## src/rtl/fpc_pkg.sv

```systemverilog
package fpc_pkg;
   localparam int FLAG_N   = 5;
   localparam int IX_HOT   = 0;
   localparam int IX_COOL  = 1;
   localparam int IX_SHORT = 2;
   localparam int IX_UV    = 3;
   localparam int IX_CRIT  = 4;

   typedef enum logic {SG_RUN = 1'b0, SG_OFF = 1'b1} sg_state_e;
   typedef enum logic {TG_COOL = 1'b0, TG_HOT = 1'b1} tg_state_e;
endpackage

```

## src/rtl/fpc_flag_sync.sv

```systemverilog
module fpc_flag_sync #(
   parameter int W      = 5,
   parameter int STAGES = 2
) (
   input  logic         clk,
   input  logic         rst_n,
   input  logic [W-1:0] d_i,
   output logic [W-1:0] q_o
);
   generate
      if (STAGES < 0 || STAGES > 4) begin : g_bad
         $error("fpc_flag_sync: STAGES must be 0..4");
      end
      if (STAGES == 0) begin : g_pass
         assign q_o = d_i;
      end else begin : g_chain
         logic [W-1:0] chain_q [STAGES];
         always_ff @(posedge clk or negedge rst_n) begin
            if (!rst_n) begin
               for (int s = 0; s < STAGES; s++) chain_q[s] <= '0;
            end else begin
               chain_q[0] <= d_i;
               for (int s = 1; s < STAGES; s++) chain_q[s] <= chain_q[s-1];
            end
         end
         assign q_o = chain_q[STAGES-1];
      end
   endgenerate
endmodule

```

## src/rtl/fpc_short_guard.sv

```systemverilog
module fpc_short_guard
   import fpc_pkg::*;
#(
   parameter int QUAL_CYC = 700,
   parameter int OFF_CYC  = 2350000
) (
   input  logic clk,
   input  logic rst_n,
   input  logic clr_i,
   input  logic sc_i,
   output logic off_o
);
   localparam int MAXC  = (QUAL_CYC > OFF_CYC) ? QUAL_CYC : OFF_CYC;
   localparam int CNT_W = $clog2(MAXC + 1);
   localparam logic [CNT_W-1:0] QUAL_LAST = CNT_W'(QUAL_CYC - 1);
   localparam logic [CNT_W-1:0] OFF_LAST  = CNT_W'(OFF_CYC - 1);

   generate
      if (QUAL_CYC < 2 || OFF_CYC < 2) begin : g_bad
         $error("fpc_short_guard: windows must be at least 2 cycles");
      end
   endgenerate

   sg_state_e        st_q;
   logic [CNT_W-1:0] cnt_q;

   always_ff @(posedge clk or negedge rst_n) begin
      if (!rst_n) begin
         st_q  <= SG_RUN;
         cnt_q <= '0;
      end else if (clr_i) begin
         st_q  <= SG_RUN;
         cnt_q <= '0;
      end else begin
         case (st_q)
            SG_RUN: begin
               if (!sc_i) begin
                  cnt_q <= '0;
               end else if (cnt_q == QUAL_LAST) begin
                  st_q  <= SG_OFF;
                  cnt_q <= '0;
               end else begin
                  cnt_q <= cnt_q + 1'b1;
               end
            end
            default: begin
               if (cnt_q == OFF_LAST) begin
                  st_q  <= SG_RUN;
                  cnt_q <= '0;
               end else begin
                  cnt_q <= cnt_q + 1'b1;
               end
            end
         endcase
      end
   end

   assign off_o = (st_q == SG_OFF);

   AST_OFF_NEEDS_SHORT: assert property (@(posedge clk) disable iff (!rst_n)
      $rose(off_o) |-> $past(sc_i));
   AST_OFF_HELD: assert property (@(posedge clk) disable iff (!rst_n)
      (off_o && !clr_i && cnt_q < OFF_LAST) |=> off_o);
   AST_CLR_IDLES: assert property (@(posedge clk) disable iff (!rst_n)
      clr_i |=> !off_o);
endmodule

```

## src/rtl/fpc_thermal_guard.sv

```systemverilog
module fpc_thermal_guard
   import fpc_pkg::*;
#(
   parameter int HOLD_CYC = 2350000
) (
   input  logic clk,
   input  logic rst_n,
   input  logic clr_i,
   input  logic trip_i,
   input  logic safe_i,
   output logic off_o
);
   localparam int CNT_W = $clog2(HOLD_CYC + 1);
   localparam logic [CNT_W-1:0] HOLD_LAST = CNT_W'(HOLD_CYC - 1);

   generate
      if (HOLD_CYC < 2) begin : g_bad
         $error("fpc_thermal_guard: HOLD_CYC must be at least 2");
      end
   endgenerate

   tg_state_e        st_q;
   logic [CNT_W-1:0] cnt_q;
   logic             calm;

   assign calm = safe_i && !trip_i;

   always_ff @(posedge clk or negedge rst_n) begin
      if (!rst_n) begin
         st_q  <= TG_COOL;
         cnt_q <= '0;
      end else if (clr_i) begin
         st_q  <= TG_COOL;
         cnt_q <= '0;
      end else begin
         case (st_q)
            TG_COOL: begin
               cnt_q <= '0;
               if (trip_i) st_q <= TG_HOT;
            end
            default: begin
               if (!calm) begin
                  cnt_q <= '0;
               end else if (cnt_q == HOLD_LAST) begin
                  st_q  <= TG_COOL;
                  cnt_q <= '0;
               end else begin
                  cnt_q <= cnt_q + 1'b1;
               end
            end
         endcase
      end
   end

   assign off_o = (st_q == TG_HOT) || trip_i;

   AST_TRIP_LATCHES: assert property (@(posedge clk) disable iff (!rst_n)
      (trip_i && !clr_i) |=> (st_q == TG_HOT));
   AST_HOT_WHILE_UNSAFE: assert property (@(posedge clk) disable iff (!rst_n)
      ((st_q == TG_HOT) && !calm && !clr_i) |=> (st_q == TG_HOT));
endmodule

```

## src/rtl/fpc_out_protect.sv

```systemverilog
module fpc_out_protect
   import fpc_pkg::*;
#(
   parameter int CLK_HZ      = 50000000,
   parameter int SYNC_STAGES = 2,
   parameter int QUAL_CYC    = CLK_HZ / 1000000 * 14,
   parameter int OFF_CYC     = CLK_HZ / 1000 * 47,
   parameter int HOLD_CYC    = CLK_HZ / 1000 * 47
) (
   input  logic clk,
   input  logic rst_n,
   input  logic seq_en_i,
   input  logic hot_i,
   input  logic cool_i,
   input  logic short_i,
   input  logic uv_i,
   input  logic crit_i,
   output logic drv_en_o,
   output logic sts_short_o,
   output logic sts_hot_o,
   output logic sts_uv_o,
   output logic sts_crit_o
);
   logic [FLAG_N-1:0] raw_flags, syn_flags;
   logic hot_s, cool_s, short_s, uv_s, crit_s;
   logic sc_off, th_off;

   assign raw_flags[IX_HOT]   = hot_i;
   assign raw_flags[IX_COOL]  = cool_i;
   assign raw_flags[IX_SHORT] = short_i;
   assign raw_flags[IX_UV]    = uv_i;
   assign raw_flags[IX_CRIT]  = crit_i;

   fpc_flag_sync #(.W(FLAG_N), .STAGES(SYNC_STAGES)) u_sync (
      .clk(clk), .rst_n(rst_n), .d_i(raw_flags), .q_o(syn_flags)
   );

   assign hot_s   = syn_flags[IX_HOT];
   assign cool_s  = syn_flags[IX_COOL];
   assign short_s = syn_flags[IX_SHORT];
   assign uv_s    = syn_flags[IX_UV];
   assign crit_s  = syn_flags[IX_CRIT];

   fpc_short_guard #(.QUAL_CYC(QUAL_CYC), .OFF_CYC(OFF_CYC)) u_short (
      .clk(clk), .rst_n(rst_n), .clr_i(crit_s), .sc_i(short_s), .off_o(sc_off)
   );

   fpc_thermal_guard #(.HOLD_CYC(HOLD_CYC)) u_therm (
      .clk(clk), .rst_n(rst_n), .clr_i(crit_s), .trip_i(hot_s),
      .safe_i(cool_s), .off_o(th_off)
   );

   assign drv_en_o = seq_en_i && !sc_off && !th_off && !uv_s && !crit_s;

   always_ff @(posedge clk or negedge rst_n) begin
      if (!rst_n) begin
         sts_short_o <= 1'b0;
         sts_hot_o   <= 1'b0;
         sts_uv_o    <= 1'b0;
         sts_crit_o  <= 1'b0;
      end else if (crit_s) begin
         sts_short_o <= 1'b0;
         sts_hot_o   <= 1'b0;
         sts_uv_o    <= 1'b0;
         sts_crit_o  <= 1'b1;
      end else begin
         sts_short_o <= sts_short_o | sc_off;
         sts_hot_o   <= sts_hot_o | hot_s;
         sts_uv_o    <= sts_uv_o | uv_s;
      end
   end

   AST_UV_GATES: assert property (@(posedge clk) disable iff (!rst_n)
      uv_s |-> !drv_en_o);
   AST_CRIT_GATES: assert property (@(posedge clk) disable iff (!rst_n)
      crit_s |=> (!sts_hot_o && !sts_short_o && !sts_uv_o && sts_crit_o));
   AST_STICKY_HOLD: assert property (@(posedge clk) disable iff (!rst_n)
      (sts_hot_o && !crit_s) |=> sts_hot_o);
   AST_SEQ_GATE: assert property (@(posedge clk) disable iff (!rst_n)
      !seq_en_i |-> !drv_en_o);
endmodule

```

## config.mk

```make
export PLATFORM = sky130hd
export DESIGN_NAME = fpc_out_protect
export DESIGN_NICKNAME = d
export VERILOG_FILES = /design/src/rtl/fpc_pkg.sv /design/src/rtl/fpc_flag_sync.sv /design/src/rtl/fpc_short_guard.sv /design/src/rtl/fpc_thermal_guard.sv /design/src/rtl/fpc_out_protect.sv
export SDC_FILE = /design/constraint.sdc
export NUM_CORES = 1
export LEC_CHECK = 0
export ABC_AREA = 1
export CAP_MARGIN = 20
export CORE_ASPECT_RATIO = 0.8
export CORE_MARGIN = 5
export CORE_UTILIZATION = 40
export DETAILED_ROUTE_END_ITERATION = 7
export GPL_TIMING_DRIVEN = 0
export PLACE_DENSITY = 0.53
export RECOVER_POWER = 50
export SETUP_SLACK_MARGIN = 0.4
export SYNTH_ARGS = -nofsm -noshare
export SYNTH_HDL_FRONTEND = slang
export SYNTH_SLANG_ARGS = --single-unit
export TNS_END_PERCENT = 50
```

## constraint.sdc

```tcl
create_clock -name clk -period 2.06 [get_ports clk]
set_input_delay 0.618 -clock clk [delete_from_list [all_inputs] [get_ports clk]]
set_output_delay 0.618 -clock clk [all_outputs]
set_load 0.005 [all_outputs]
```

; ---- Yosys cells after proc, flatten, opt, wreduce, memory -nomap -nowiden
; Index checks and enable logic that the tools add are counted.
; W data, S select, Z words.
[totals]
input_bits = 8
regBits = 60
[op_classes]
bitwise_logic = 3
reduce_logical = 11
mux = 22
eq_ne = 3
n_addsub = 2
[ops]
columns = cell, count
row1 = $mux W22, 9
row2 = $add A22 B1 Y22 const B, 2
row3 = $eq A22 B22 Y1 const B, 2
row4 = $eq A22 B10 Y1 const B, 1
row5 = $mux W1, 13
row6 = $logic_and A1 B1 Y1, 5
row7 = $logic_not A1 Y1, 5
row8 = $or A1 B1 Y1, 3
row9 = $logic_or A1 B1 Y1, 1

; ---- Logic depth before layout (Yosys ltp)
; Gate-level depths: netlist of run 1.
[depth]
word_depth = 5
ltp_mapped = 10
ltp_nobuf = 9

; ---- By module
; From an unflattened synthesis of run 1, not the netlist that was laid out.
[hier_totals]
cells_unflattened = 398
area_unflattened_um2 = 3240.6
[modules_own_cells]
columns = module, area_per_inst_um2, instances, cells_each
row1 = fpc_short_guard, 1458.9, 1, 188
row2 = fpc_thermal_guard, 1342.5, 1, 178
row3 = fpc_flag_sync, 287.8, 1, 15
row4 = fpc_out_protect, 151.4, 1, 17

; ---- Worst setup path before layout of run 1
; Ideal clock, no wire load.
[synth_path]
path_kind = register to register
start = register u_short.cnt_q[0]
end = register u_short.cnt_q[18]
stages_incl_launch_ff = 8
setup_slack_ns = 0.587
path_buffers = 1
t_arrival_ns = 1.353
period_less_slack_ns = 1.473
required_ns = 1.939
path_cell_list = dfrtp_1 -> ha_1 -> nand3_2 -> nor4_1 -> nand3_1 -> nand3_4 -> buf_12 -> nor2_2
[synth_between]
elab_chain_cells = 5
word_cells_on_any_way = 8
[synth_lines]
columns = element, line_no
row1 = "start, declared", fpc_short_guard.sv:25  ; logic [CNT_W-1:0] cnt_q;
row2 = "start signal, assigned", fpc_short_guard.sv:43  ; cnt_q <= cnt_q + 1'b1;
row3 = "start signal, assigned", fpc_short_guard.sv:51  ; cnt_q <= cnt_q + 1'b1;
row4 = $add A22 B1 Y22 or $eq A22 B10 Y1 (tied branches), "fpc_short_guard.sv:43, fpc_short_guard.sv:51, fpc_short_guard.sv:39"
row5 = $mux W22, fpc_short_guard.sv:39  ; end else if (cnt_q == QUAL_LAST) begin
row6 = $mux W22, fpc_short_guard.sv:37  ; if (!sc_i) begin
row7 = $mux W22 *, fpc_short_guard.sv:35  ; case (st_q)
row8 = $mux W22 *, fpc_short_guard.sv:31  ; end else if (clr_i) begin
; Mark *: on every way between the ends. The rest lies on a longest branch, timed or not.
; A chain may end at the register's enable or synchronous reset.

; ---- Final worst setup path of run 1
[layout_path]
start = register u_sync.g_chain.chain_q, in the netlist u_sync.q_o[0]
end = output drv_en_o
[layout_between]
elab_chain_cells = 5
[layout_lines]
columns = element, line_no
row1 = "start, declared", fpc_flag_sync.sv:17  ; logic [W-1:0] chain_q [STAGES];
row2 = $logic_or A1 B1 Y1, fpc_thermal_guard.sv:55  ; assign off_o = (st_q == TG_HOT) || trip_i;
row3 = $logic_not A1 Y1, fpc_out_protect.sv:53  ; assign drv_en_o = seq_en_i && !sc_off && !th_off && !uv_s && !crit_s;
row4 = $logic_and A1 B1 Y1 (3 in series), fpc_out_protect.sv:53
row5 = "end, declared", fpc_out_protect.sv:18  ; output logic drv_en_o,
; No other way between the ends.

==> results of run 1 <==
-- power by group through the flow --
stage | sequential (uW) | clock [uW] | combinational (uW)
after global routing | 1210 | 1030 | 110
final | 1210 | 939 | 95.5
after CTS | 1200 | 969 | 91.3
after detailed placement | 1230 | 0 | 83.0
after floorplan | 1220 | 0 | 28.7
after global placement | 1230 | 0 | 78.8
-- path summary, 6_finish.rpt --
check / from / endpoint / slack (ns)
setup / recovery: u_sync.q_o[0]$_DFF_PN0_ / drv_en_o / 0.24
hold / removal: rst_n / u_therm.cnt_q[20]$_DFF_PN0_ / 0.32
setup reg to reg: u_therm.cnt_q[0]$_DFF_PN0_ / u_therm.cnt_q[21]$_DFF_PN0_ / 0.42
hold reg to reg: u_sync.g_chain.chain_q[6]$_DFF_PN0_ / u_sync.q_o[1]$_DFF_PN0_ / 0.35
max in group asynchronous: rst_n / u_short.cnt_q[6]$_DFF_PN0_ / 0.45
min in group clk: u_sync.g_chain.chain_q[6]$_DFF_PN0_ / u_sync.q_o[1]$_DFF_PN0_ / 0.35
-- through the flow --
step	instances	instance area [um^2]	hold slack [ns]	util [%]
after floorplan	368	3080	0.322	-
after global routing	523	3810	0.353	51.1
after detailed placement	486	3350	0.335	44.9
final	523	3810	0.317	51.1
after CTS	509	3570	0.327	47.9
after global placement	485	3330	0.332	44.7
-- cell usage after synthesis --
cell	number
nand3_1	24
o21bai_1	1
nor3b_1	5
ha_1	4
nand3_2	2
dfrtp_1	60
a31oi_1	1
o21a_1	1
and3_1	1
buf_12	1
nor3_1	10
nor2_2	16
nand3b_2	1
nor4_1	3
nand3_4	1
xor2_1	17
nand3b_1	2
or2_2	2
nor2_1	78
o21ai_0	5
nand2_1	68
a21oi_1	2
inv_1	33
nor4_2	1
xnor2_1	6
nor3_2	3
nand2_2	5
buf_2	1
nand4_1	13
nor2_4	1
-- final cells by class --
type / instances / area share, %
multi-input combinational: 274 / 41.2
buffer: 2 / 0.820
inverter: 33 / 3.31
tap: 105 / 3.45
sequential: 60 / 39.6
clock inverter: 5 / 0.722
timing repair buffer: 33 / 7.15
clock buffer: 11 / 3.71
-- per-layer routing --
layer  wire (um)  share of wire, %
met5           0                 0
met4          99               1.4
met3         448               6.5
met2        2800                41
met1        3550                51
-- flip-flops by register name, indices dropped and copies added, names as in the netlist --
register and flops:
sts_short_o 1, u_therm.st_q 1, u_sync.g_chain.chain_q 5, sts_crit_o 1, u_short.cnt_q 22, sts_hot_o 1
sts_uv_o 1, u_therm.cnt_q 22, u_short.off_o 1, u_sync.q_o 5
-- cells by family after synthesis --
family	count (synthesis)	synth area share, %
and+or+nand+nor	236	36.5
AOI/OAI and AO/OA	10	1.83
buffers and inverters	35	4.83
adders and majority gates	4	1.62
DFF	60	48.7
xor gates and xnor gates	23	6.54
-- critical path, stage by stage, from the launching register on --
cell	delay (ns)
dfrtp_1	0.39
nor2_2	0.13
nand3_1	0.08
nor3_1	0.13
buf_2	0.14
-- repair_timing --
item,in CTS,in global routing
resized for setup,14,35
setup buffers,7,12
setup endpoints to repair,25,42
gates cloned,0,2
pin swaps,3,14
==> results.txt, run 1 <==
Outcome: complete, no violations
Logic pwr share: 4.3%
Arrival time at the worst endpoint: 1.20 ns
Max Clk Rate: 0.550 GHz
Initial Util: 41.3%
Largest net degree at the start of global routing: 32
Seq/Total Area, Yosys: 48.7%
Sw Ratio: 24.3%
CTS Buf Count: 9
Final WS setup: 0.242 ns
Total GRT Usage: 15.6%
Hold WC Path Type: in -> async
GPL Wtd Cong: 0.898
Fin crit share: 88.3%
Layout Area Growth over Synthesis: 23.7%
Width of the die: 108 um
Largest area contributor in the netlist: dfrtp_1
CTS Hold Bufs: 0
Multi-input gate area: 1570 um^2
NetSw: 545 uW
Cell Rows: 28
Core area: 7460 um^2
Max Cap Viol: 0
Die area: 9570 um^2
WL/cell: 13.2 um
I/O pin count: 13
#FFs+latches synth: 60
Worst reg-to-reg path cell count: 7
Syn nets: 380
Power Density: 587 nW/um^2
Worst Clk Skew: 0.00504 ns
Share of the synthesized area in the top cell type: 48.7%
Register area: 1510 um^2
DR iter-0 viols: 88
# diodes: 0
Reg power frac: 53.8%
Warnings, synthesis: 0
Initial antenna violation count: 0
Met1 global-route usage: 22.5%
Clk_lat worst skew: 0.34 ns
Worst slew margin: 47.0%
Most frequent cells in the layout: nor2_1 (71), nand2_1 (65), dfrtp_1 (53)
Sinks on the clock net: 60
PortBufs: 12
Int Power: 1690 uW
Top post-synthesis cells by area: dfrtp_1 (49%), nor2_1 (9.5%), nand2_1 (8.3%)
Vias in the first global route: 2418
Setup crit end kind: output port
Setup WS pre-CTS: -0.388 ns
Most common cell after layout, fill and taps aside: nor2_1
Final min period: 1.82 ns
Req. time, crit path: 1.44 ns
GRT overflow: 0
Drt drc: 0
Nets@finish: 425
Maximum vdd drop: 0.472 mV
Post-Synthesis Cells: 368
Final Power: 2240 uW
Share of layout cells above drive strength 1: 23.0%
M3 GR Usage: 5.25%
CTS H-tree lvls: 3
Final antenna-violating net count: 0
Via density: 4.79
Worst-Margin Slew: 0.795 ns
Global Route met2 Usage: 21.7%
Leak: 0.00159 uW
Startpoint Class: flip-flop
Root Buffer: clkbuf_8
Final hold vios: 0
CTS tree: yes
Filler Cell Count: 715
Die Height: 88.5 um
Final WL: 6900 um
Syn Area/Cell: 8.37 um^2
Slew Viols, Final: 0
First-pass GRT wire length: 11500 um
DRT Pass-1 Iters: 4
Clk slew on worst S/H paths: 0.07 ns
Cell Area, Synth: 3080 um^2
Setup CP Type: reg -> out
DR vias: 2507
Unrepaired setup endpoints after global routing: true
Final TNS setup: 0 ns
Max Buffers Root-to-Sink: 2
Most Crowded Layer GR: met1
Yosys cell types: 30
Post-detail-place hpwl: 4700 um
Clk pwr share: 41.9%
CP Max Fanout: 2
Final setup viols: 0
Power figures use the tool's default switching activity.
==> run 2, diff against run 1 <==
Settings changed: CORE_MARGIN 5 to unset, GPL_TIMING_DRIVEN 0 to unset.
==> run 2 against run 1 <==
  * Clock-buffer cell count down 1
  * Total power up 23%
  * Hold slack worse by 0.013 ns
  * Cell area about the same
  * Global-route usage up 2.8 points
  * Highest routed layer unchanged
==> results.txt, run 2 (same netlist as run 1, synthesis figures left out) <==
Post-detail-place hpwl: 4650 um (-1.1%)
Most frequent cells in the layout: nor2_1 (77), nand2_1 (68), dfrtp_1 (55)
Max Clk Rate: 0.554 GHz (+0.69%)
Final TNS setup: 0 ns (unchanged)
First-pass GRT wire length: 11200 um (-2.8%)
Initial Util: 41.5% (+0.19 points)
DR vias: 2448 (-2.4%)
Final hold vios: 0 (unchanged)
CTS tree: yes
Outcome: complete, no violations
Register area: 1510 um^2 (-0.17%)
Leak: 0.00160 uW (+0.91%)
Final antenna-violating net count: 0 (unchanged)
Clk_lat worst skew: 0.34 ns (about the same)
Req. time, crit path: 1.44 ns (about the same)
GRT overflow: 0 (unchanged)
CP Max Fanout: 2 (unchanged)
Max Cap Viol: 0 (unchanged)
Filler Cell Count: 731 (+2.2%)
Worst-Margin Slew: 0.328 ns (-0.467 ns)
Slew Viols, Final: 0 (unchanged)
Multi-input gate area: 1520 um^2 (-3.4%)
Max Buffers Root-to-Sink: 2 (unchanged)
Post-Layout Inst Area: 3810 um^2 (about the same)
Clk slew on worst S/H paths: 0.07 ns (about the same)
Largest net degree at the start of global routing: 61 (+91%)
Nets@finish: 416 (-2.1%)
Cell Rows: 28 (unchanged)
Root Buffer: clkbuf_8
Startpoint Class: flip-flop
Share of layout cells above drive strength 1: 18.8% (-4.1 points)
DRT Pass-1 Iters: 4 (unchanged)
Fin crit share: 87.7% (-0.60 points)
Width of the die: 100 um (-7.4%)
Arrival time at the worst endpoint: 1.19 ns (about the same)
CTS Buf Count: 9 (unchanged)
Maximum vdd drop: 0.445 mV (-5.7%)
CTS H-tree lvls: 3 (unchanged)
Final WL: 6620 um (-4.0%)
Drt drc: 0 (unchanged)
Layout Area Growth over Synthesis: 23.6% (about the same)
Die area: 8060 um^2 (-16%)
Unrepaired setup endpoints after global routing: true
Vias in the first global route: 2270 (-6.1%)
Worst Clk Skew: 0.0112 ns (+0.00617 ns)
Most common cell after layout, fill and taps aside: nor2_1
Power Density: 721 nW/um^2 (+23%)
Largest registers: u_short.cnt_q x22, u_therm.cnt_q x22
# diodes: 0 (unchanged)
Hold WC Path Type: in -> async
Total GRT Usage: 18.4% (+2.8 points)
WL/cell: 12.9 um (-2.4%)
Via density: 4.76 (-0.64%)
Initial antenna violation count: 0 (unchanged)
Final setup viols: 0 (unchanged)
DR iter-0 viols: 150 (+70%)
Placed Instance Area: 3350 um^2 (about the same)
I/O pin count: 13 (unchanged)
CTS Hold Bufs: 0 (unchanged)
Core area: 7430 um^2 (-0.47%)
GPL Wtd Cong: 0.904 (+0.72%)
Sinks on the clock net: 60 (unchanged)
Final min period: 1.81 ns (-0.0124 ns)
PortBufs: 12 (unchanged)
Die Height: 80.5 um (-9.0%)
Setup CP Type: reg -> out
Worst slew margin: 78.0% (+31 points)
Setup crit end kind: output port
## run 2: final timing paths
kind                       cells after the start                     endpoint                           startpoint  slack [ns]
hold / removal                                 2  u_short.cnt_q[10]$_DFF_PN0_                                rst_n        0.30
hold reg to reg                                0      u_sync.q_o[3]$_DFF_PN0_  u_sync.g_chain.chain_q[8]$_DFF_PN0_        0.35
setup reg to reg                               8  u_therm.cnt_q[12]$_DFF_PN0_           u_therm.cnt_q[0]$_DFF_PN0_        0.49
max in group asynchronous                      2  u_therm.cnt_q[12]$_DFF_PN0_                                rst_n        1.48
setup / recovery                               4                     drv_en_o              u_sync.q_o[0]$_DFF_PN0_        0.25
min in group clk                               0      u_sync.q_o[3]$_DFF_PN0_  u_sync.g_chain.chain_q[8]$_DFF_PN0_        0.35
## run 2: per-layer routing
metal	GRT usage, %	vias to the layer above	routed length [um]
met5	0	-	0
met4	6.52	0	53
met3	5.83	5	281
met2	24.5	34	2690
met1	27.2	1156	3590
li1	-	1253	-
## run 2: final cells by class
type / count / share of cell area [%]
multi-input combinational: 273 / 39.8
sequential: 60 / 39.6
timing repair buffer: 27 / 6.73
clock inverter: 6 / 3.52
tap: 105 / 3.45
inverter: 33 / 3.25
clock buffer: 10 / 3.61
## run 2: timing repair
action	CTS	global route
pin swaps	4	7
gates resized for setup	11	20
setup buffers	5	6
setup endpoints to repair	17	43
## run 2: critical path, cell delays in order (launching register included)
cell and delay, ns:
dfrtp_1 0.39, nor2_2 0.15, nand3_2 0.09, nor3_2 0.09, buf_2 0.13
## run 2: power by group
group	total (uW)	internal, uW	switching, uW
Sequential	1200	1190	9.68
Combinational	96.7	42.5	54.2
Clock	1440	961	483
## run 2: stage by stage
step                      total power [uW]  util [%]  hold WS, ns  setup WS [ns]  instances
final                                 2740      51.3        0.304          0.254        514
after global routing                  2850      51.3        0.340          0.151        514
after CTS                             2780      49.1        0.262          0.163        508
after detailed placement              1310      45.0        0.340         -0.365        487
after global placement                1310      45.0        0.333         -0.357        487
after floorplan                       1250         -        0.322          0.587        368
